--- config.mk ---
export PLATFORM = sky130hd
export DESIGN_NAME = i2c_stat_hold
export DESIGN_NICKNAME = d
export VERILOG_FILES = /design/src/rtl/i2c_stat_pkg.sv /design/src/rtl/i2c_sticky_flag.sv /design/src/rtl/i2c_ack_capture.sv /design/src/rtl/i2c_hold_ctl.sv /design/src/rtl/i2c_stat_hold.sv
export SDC_FILE = /design/constraint.sdc
export NUM_CORES = 1
export LEC_CHECK = 0
export BUFFER_PORTS_ARGS = -buffer_cell sky130_fd_sc_hd__buf_2
export CORE_AREA = 4 4 41 43
export CTS_CLUSTER_SIZE = 24
export DETAILED_ROUTE_END_ITERATION = 8
export DIE_AREA = 0 0 45 47
export PLACE_DENSITY_LB_ADDON = 0.3
export SLEW_MARGIN = 15
export SYNTH_ARGS = -nofsm -noshare
export SYNTH_HDL_FRONTEND = slang
export SYNTH_HIERARCHICAL = 1
export SYNTH_SLANG_ARGS = --single-unit
--- constraint.sdc ---
create_clock -name clk -period 2 [get_ports clk]
set_clock_uncertainty 0.2 [all_clocks]
set_input_delay 0.4 -clock clk [delete_from_list [all_inputs] [get_ports clk]]
set_output_delay 0.4 -clock clk [all_outputs]
set_load 0.005 [all_outputs]
--- src/rtl/i2c_stat_pkg.sv ---
package i2c_stat_pkg;
  localparam int STAT_W  = 8;
  localparam int B_TOP   = 7;
  localparam int B_TEND  = 6;
  localparam int B_STOP  = 5;
  localparam int B_SSEL  = 4;
  localparam int B_MLOST = 3;
  localparam int B_BUSY  = 2;
  localparam int B_TMODE = 1;
  localparam int B_RACK  = 0;
  localparam int N_SIMPLE = 4;
  localparam int N_IRQ_SRC = 6;
endpackage

--- src/rtl/i2c_sticky_flag.sv ---
module i2c_sticky_flag #(
  parameter bit SET_WINS = 1'b1
) (
  input  logic clk,
  input  logic rst_n,
  input  logic set_i,
  input  logic clr_i,
  output logic flag_o
);
  logic q, q_nxt, q_en;

  always_comb begin
    q_en  = set_i | clr_i;
    q_nxt = set_i & (SET_WINS | ~clr_i);
  end

  always_ff @(posedge clk or negedge rst_n) begin
    if (!rst_n)    q <= 1'b0;
    else if (q_en) q <= q_nxt;
  end

  assign flag_o = q;

  a_r3_clear_drops: assert property (@(posedge clk) disable iff (!rst_n)
    (clr_i && !set_i) |=> !flag_o);
  a_r2_idle_keeps: assert property (@(posedge clk) disable iff (!rst_n)
    (!set_i && !clr_i) |=> $stable(flag_o));

  if (SET_WINS) begin : g_set_wins
    a_r11_set_beats_clear: assert property (@(posedge clk) disable iff (!rst_n)
      set_i |=> flag_o);
  end
endmodule

--- src/rtl/i2c_ack_capture.sv ---
module i2c_ack_capture (
  input  logic clk,
  input  logic rst_n,
  input  logic stb_i,
  input  logic lvl_i,
  input  logic clr_i,
  output logic rack_o
);
  logic q, q_nxt, q_en;

  always_comb begin
    q_en  = stb_i | clr_i;
    q_nxt = stb_i ? lvl_i : 1'b0;
  end

  always_ff @(posedge clk or negedge rst_n) begin
    if (!rst_n)    q <= 1'b0;
    else if (q_en) q <= q_nxt;
  end

  assign rack_o = q;

  a_r4_ack_loads: assert property (@(posedge clk) disable iff (!rst_n)
    stb_i |=> (rack_o == $past(lvl_i)));
  a_r3_ack_cleared: assert property (@(posedge clk) disable iff (!rst_n)
    (clr_i && !stb_i) |=> !rack_o);
endmodule

--- src/rtl/i2c_hold_ctl.sv ---
module i2c_hold_ctl
  import i2c_stat_pkg::*;
(
  input  logic                 clk,
  input  logic                 rst_n,
  input  logic [N_IRQ_SRC-1:0] src_i,
  input  logic                 stretch_evt_i,
  input  logic                 stop_evt_i,
  input  logic                 irq_en_i,
  input  logic                 wr_i,
  output logic                 irq_o,
  output logic                 hold_o
);
  logic hold_set;

  always_comb begin
    hold_set = irq_en_i & stretch_evt_i;
    irq_o    = irq_en_i & (|src_i);
  end

  i2c_sticky_flag #(.SET_WINS(1'b1)) u_hold (
    .clk   (clk),
    .rst_n (rst_n),
    .set_i (hold_set),
    .clr_i (wr_i),
    .flag_o(hold_o)
  );

  a_r7_irq_needs_enable: assert property (@(posedge clk) disable iff (!rst_n)
    irq_o |-> irq_en_i);
  a_r8_hold_on_event: assert property (@(posedge clk) disable iff (!rst_n)
    (irq_en_i && stretch_evt_i) |=> hold_o);
  a_r9_stop_no_hold: assert property (@(posedge clk) disable iff (!rst_n)
    (stop_evt_i && !stretch_evt_i && !hold_o) |=> !hold_o);
  a_r10_write_releases: assert property (@(posedge clk) disable iff (!rst_n)
    (wr_i && !(irq_en_i && stretch_evt_i)) |=> !hold_o);
endmodule

--- src/rtl/i2c_stat_hold.sv ---
module i2c_stat_hold
  import i2c_stat_pkg::*;
(
  input  logic              clk,
  input  logic              rst_n,
  input  logic              byte_done_i,
  input  logic              stop_seen_i,
  input  logic              addressed_i,
  input  logic              arb_lost_i,
  input  logic              ack_stb_i,
  input  logic              ack_lvl_i,
  input  logic              top_evt_i,
  input  logic              top_clr_i,
  input  logic              bus_busy_i,
  input  logic              tx_mode_i,
  input  logic              irq_en_i,
  input  logic              wr_i,
  output logic [STAT_W-1:0] status_o,
  output logic              irq_o,
  output logic              scl_hold_o
);
  localparam int SIMPLE_POS [N_SIMPLE] = '{B_TEND, B_STOP, B_SSEL, B_MLOST};

  logic [N_SIMPLE-1:0] simple_set;
  logic [N_SIMPLE-1:0] simple_q;
  logic                top_q, top_clr, rack_q;
  logic                busy_q, tmode_q, busy_nxt, tmode_nxt;
  logic                stretch_evt;
  logic [N_IRQ_SRC-1:0] irq_src;
  logic [STAT_W-1:0]   stat;

  always_comb begin
    simple_set  = {arb_lost_i, addressed_i, stop_seen_i, byte_done_i};
    top_clr     = stop_seen_i | top_clr_i;
    stretch_evt = byte_done_i | addressed_i | arb_lost_i | top_evt_i
                | (ack_stb_i & ack_lvl_i);
    busy_nxt    = bus_busy_i;
    tmode_nxt   = tx_mode_i;
  end

  for (genvar g = 0; g < N_SIMPLE; g++) begin : g_flag
    i2c_sticky_flag #(.SET_WINS(1'b1)) u_flag (
      .clk   (clk),
      .rst_n (rst_n),
      .set_i (simple_set[g]),
      .clr_i (wr_i),
      .flag_o(simple_q[g])
    );
  end

  i2c_sticky_flag #(.SET_WINS(1'b1)) u_top (
    .clk   (clk),
    .rst_n (rst_n),
    .set_i (top_evt_i),
    .clr_i (top_clr),
    .flag_o(top_q)
  );

  i2c_ack_capture u_ack (
    .clk   (clk),
    .rst_n (rst_n),
    .stb_i (ack_stb_i),
    .lvl_i (ack_lvl_i),
    .clr_i (wr_i),
    .rack_o(rack_q)
  );

  always_ff @(posedge clk or negedge rst_n) begin
    if (!rst_n) begin
      busy_q  <= 1'b0;
      tmode_q <= 1'b0;
    end else begin
      busy_q  <= busy_nxt;
      tmode_q <= tmode_nxt;
    end
  end

  always_comb begin
    stat = '0;
    for (int i = 0; i < N_SIMPLE; i++) stat[SIMPLE_POS[i]] = simple_q[i];
    stat[B_TOP]   = top_q;
    stat[B_BUSY]  = busy_q;
    stat[B_TMODE] = tmode_q;
    stat[B_RACK]  = rack_q;
    irq_src = {top_q, simple_q, rack_q};
  end

  assign status_o = stat;

  i2c_hold_ctl u_hold (
    .clk          (clk),
    .rst_n        (rst_n),
    .src_i        (irq_src),
    .stretch_evt_i(stretch_evt),
    .stop_evt_i   (stop_seen_i),
    .irq_en_i     (irq_en_i),
    .wr_i         (wr_i),
    .irq_o        (irq_o),
    .hold_o       (scl_hold_o)
  );

  a_r5_top_sets: assert property (@(posedge clk) disable iff (!rst_n)
    top_evt_i |=> status_o[B_TOP]);
  a_r5_top_write_immune: assert property (@(posedge clk) disable iff (!rst_n)
    (wr_i && !top_clr && !top_evt_i) |=> $stable(status_o[B_TOP]));
  a_r6_levels_follow: assert property (@(posedge clk) disable iff (!rst_n)
    1'b1 |=> (status_o[B_BUSY] == $past(bus_busy_i))
          && (status_o[B_TMODE] == $past(tx_mode_i)));
  a_r2_tend_sets: assert property (@(posedge clk) disable iff (!rst_n)
    byte_done_i |=> status_o[B_TEND]);
endmodule

Word level (Yosys, flattened, before mapping)
Index checks and enable logic that the tools add are counted.
{ "word_totals": {"regBits": 9, "out_inout_bits": 10, "inputBits": 14, "word_cells": 26} }
{ "op_classes": {"n_mux": 1, "reduce_logical": 1, "bitwise_logic": 15} }
{ "ops": {"columns": ["cell", "count"], "rows": [
  ["OR 1 bit", 12],
  ["OR reduction 6 bit", 1],
  ["AND 1 bit", 3],
  ["two-way mux 1 bit", 1]
]} }

Longest topological paths before layout
{ "depth": {"word_depth": 6, "mapped_depth": 4, "ltp_nobuf": 4} }

Hierarchy
Netlist, hierarchy kept.
{ "by_module_without_submodules": {"columns": ["mod", "instances", "seq_area_each_um2", "area_each_um2", "cells_per_inst"], "rows": [
  ["i2c_sticky_flag", 6, 25.0, 36.3, 3],
  ["i2c_stat_hold", 1, 50.0, 100.1, 10],
  ["i2c_ack_capture", 1, 25.0, 37.5, 3],
  ["i2c_hold_ctl", 1, 0.0, 22.5, 3]
]} }

Worst setup path before layout
No wires, ideal clock.
{ "synth_path": {"path_type": "reg2out", "start": "register g_flag[2].u_flag.q", "end": "output port irq_o", "n_path_buf": 0, "slack_ns": 0.266, "required_ns": 1.400, "stages_incl_launch_ff": 3, "arrival_ns": 1.134, "path_cell_list": "dfrtp_1 or4_1 o31a_1"} }
{ "synth_via": {"elab_chain_cells": 2} }
{ "synth_lines": {"columns": ["item", "line_no", "text"], "rows": [
  ["start: declaration", "i2c_sticky_flag.sv:10", "logic q, q_nxt, q_en;"],
  ["start signal: assignment", "i2c_sticky_flag.sv:19", "else if (q_en) q <= q_nxt;"],
  ["OR reduction 6 bit", "i2c_hold_ctl.sv:18", "irq_o = irq_en_i & (|src_i);"],
  ["AND 1 bit", "i2c_hold_ctl.sv:18", null],
  ["end: declaration", "i2c_stat_hold.sv:19", "output logic irq_o,"]
]} }
No other way between the ends.

Worst setup path after layout
{ "layout_path": {"start": "register g_flag[1].u_flag.q", "end": "output port irq_o"} }
{ "layout_via": {"elab_chain_cells": 2} }
{ "layout_lines": {"columns": ["item", "line_no"], "rows": [
  ["start: declaration", "i2c_sticky_flag.sv:10"],
  ["start signal: assignment", "i2c_sticky_flag.sv:19"],
  ["OR reduction 6 bit", "i2c_hold_ctl.sv:18"],
  ["AND 1 bit", "i2c_hold_ctl.sv:18"]
]} }
No other way between the ends.

==> reports/qor.yml <==
end_kind: "output port"
setup_ws_ns: -0.111
regArea_um2: 225
hp-class: "input pin to flip-flop"
gp_congestion: 0.714
period_share_pct: 106
yosysTopAreaCell: "dfrtp_1"
slowest_delay_ns: 0.52
r2r-start: "g_flag[2].u_flag/flag_o"
drt-total-wl_um: 861
yosysUniqueCellTypes: 12
worstHoldEndpoint: "tmode_q"
slew_violations: 0
grt_overflow: 0
fmaxAchievable_ghz: 0.474
synthTopCellsByArea: "dfrtp_1 (60%), a21o_1 (12%), buf_4 (7.9%)"
grt_use_total_pct: 9.36
tritoncts: "built"
timing.setup.tns_ns: -0.111
met2WireLength_um: 361
vias: 320
fin_nets: 75
fill_cells: 146
crit_type: "flip-flop to output port"
startpoint_type: "flip-flop"
cp_slowest_cell: "or4_1"
core-area_um2: 1300
grt_pass1_wl_um: 1320
via_per_inst: 4.27
hold_viol: 0
p_total_uw: 392
wl_per_cell_um: 11.5
synthesis.nets: 48
areaGrowthSynthToFinish_pct: 41.1
dieHeight_um: 47
n_antenna_cell: 0
antenna_found_initial: 0
start_util_pct: 29.0
avgSynthCellArea_um2: 11.1
ff2ff_path_depth: 2
worst_hold_startpoint: "tx_mode_i"
crit_fanout: 2
r2r_slack_ns: 1.01
post-dp-hpwl_um: 637
netlist_instances: 34
die-area_um2: 2120
fin_util_pct: 41.0
worstMarginPinSlew_ns: 0.277
cts_max_level: 1
clock-sinks: 9
pin_count: 24
final_common_cell: "buf_2"
drtIter0Drc: 2
hold_ws_ns: 0.0510
ctsLongestPathBuffers: 2
preCtsSetupSlack_ns: 0.144
routed.top_layer: "met4"
clock_latency_ns: 0.25
row_count: 13
required_ns: 1.40
path_clk_slew_ns: 0.06
die_w_um: 45
irDropWorstVdd_mv: 0.327
status: "complete, but fails checks"
ys_warn_count: 6
ys_seq_area_share_pct: 59.6
postRouteAntennaNets: 0
wl_met1_um: 371
first_pass_iters: 4
drt_drc_violations_left: 0
drive_gt1_share_pct: 48.3
min_path_cells: 1
first_global_vias: 319
grt_max_degree: 10
syn_area_um2: 378
critical_path.cell_chain: "or4_1 -> o31a_1 -> buf_2"
violations: "negative setup slack"
layout_common_cells: "buf_2 (23), dfrtp_1 (9), inv_1 (6), a21o_1 (6), clkbuf_4 (3)"
rr_endpoint: "g_flag[2].u_flag/flag_o"
drv_cap: 0
rsz0062_at_grt: "true"
ys_ff_latch: 9
routed-wl-met3_um: 120
timing.slew.headroom_pct: 81.4
setup_viol: 1
multi_input_area_um2: 100
cts_inserted_buffers: 3
power.leakage_uw: 0.000302
netlist.area_leader.share_pct: 59.6
portBuffers: 23
period_needed_ns: 2.11
ctsRootBufferMaster: "clkbuf_4"
p_per_area_nw_per_um2: 735
arrival_ns: 1.51
logic make-up after synthesis:
family	Yosys count	synth area share [%]
buffers and inverters	10	13.9
flip-flops	9	59.6
AO/OA/AOI/OAI	8	16.6
AND/OR/NAND/NOR	7	9.94
per-stage QoR:
stage	area [um2]	instances
6_report	533	75
3_5_place_dp	482	68
3_3_place_gp	482	68
4_1_cts	533	75
2_1_floorplan	378	34
5_1_grt	533	75
critical path, delay by kind of cell, from the launching register on:
kind | cells | cell delay (ns)
AOI/OAI and AO/OA | 1 | 0.24
and+or+nand+nor | 1 | 0.52
DFF | 1 | 0.37
buffers and inverters | 1 | 0.12
state kept, by name, indices dropped and copies added (netlist names):
| name | flops |
|---|---|
| u_hold/u_hold/flag_o | 1 |
| tmode_q | 1 |
| u_ack/rack_o | 1 |
| g_flag.u_flag/flag_o | 4 |
| u_top/flag_o | 1 |
| busy_q | 1 |
power breakdown:
group	leakage, uW	switching, uW	total (uW)	internal [uW]
sequential	0.000101	6.47	201	194
clock	0.0000150	58.6	135	76.6
combinational	0.000186	24.2	55.8	31.6
final cells by class:
cell class,instances,area share [%]
Multi-Input combinational cell,15,18.8
Clock buffer,4,4.93
Sequential cell,9,42.3
Tap cell,15,3.52
Inverter,6,4.23
Timing Repair Buffer,26,26.3
metal layers:
layer  track usage (%)  vias up
li1                  -      160
met1              11.1      139
met2              12.7       19
met3              6.13        2
met4              5.26        0
met5                 0        -
timing repair:
item	in CTS	in global routing
setup endpoints to repair	1	1
hold buffers	1	0
endpoints found under the hold margin	9	0
cloned	0	0
setup buffers	2	0
resized for setup	0	0
pin swaps	0	1
cells in the mapped netlist:
| master | n |
|---|---|
| nor2_1 | 1 |
| buf_4 | 4 |
| and2_1 | 1 |
| dfrtp_1 | 9 |
| nor4_1 | 1 |
| or4_1 | 1 |
| or2_2 | 1 |
| o31a_1 | 1 |
| a22o_1 | 1 |
| inv_1 | 6 |
| nand2_1 | 2 |
| a21o_1 | 6 |
worst max path at each step:
stage | startpoint | cells past startpoint | slack (ns) | endpoint
after global routing | g_flag[1].u_flag/flag_o | 3 | -0.18 | irq_o
after CTS | g_flag[2].u_flag/flag_o | 3 | -0.12 | irq_o
after global placement | g_flag[2].u_flag/flag_o | 3 | 0.15 | irq_o
final | g_flag[1].u_flag/flag_o | 3 | -0.11 | irq_o
after detailed placement | g_flag[2].u_flag/flag_o | 3 | 0.14 | irq_o
after floorplan | g_flag[2].u_flag/flag_o | 2 | 0.27 | irq_o
(Power assumes the default switching activity.)
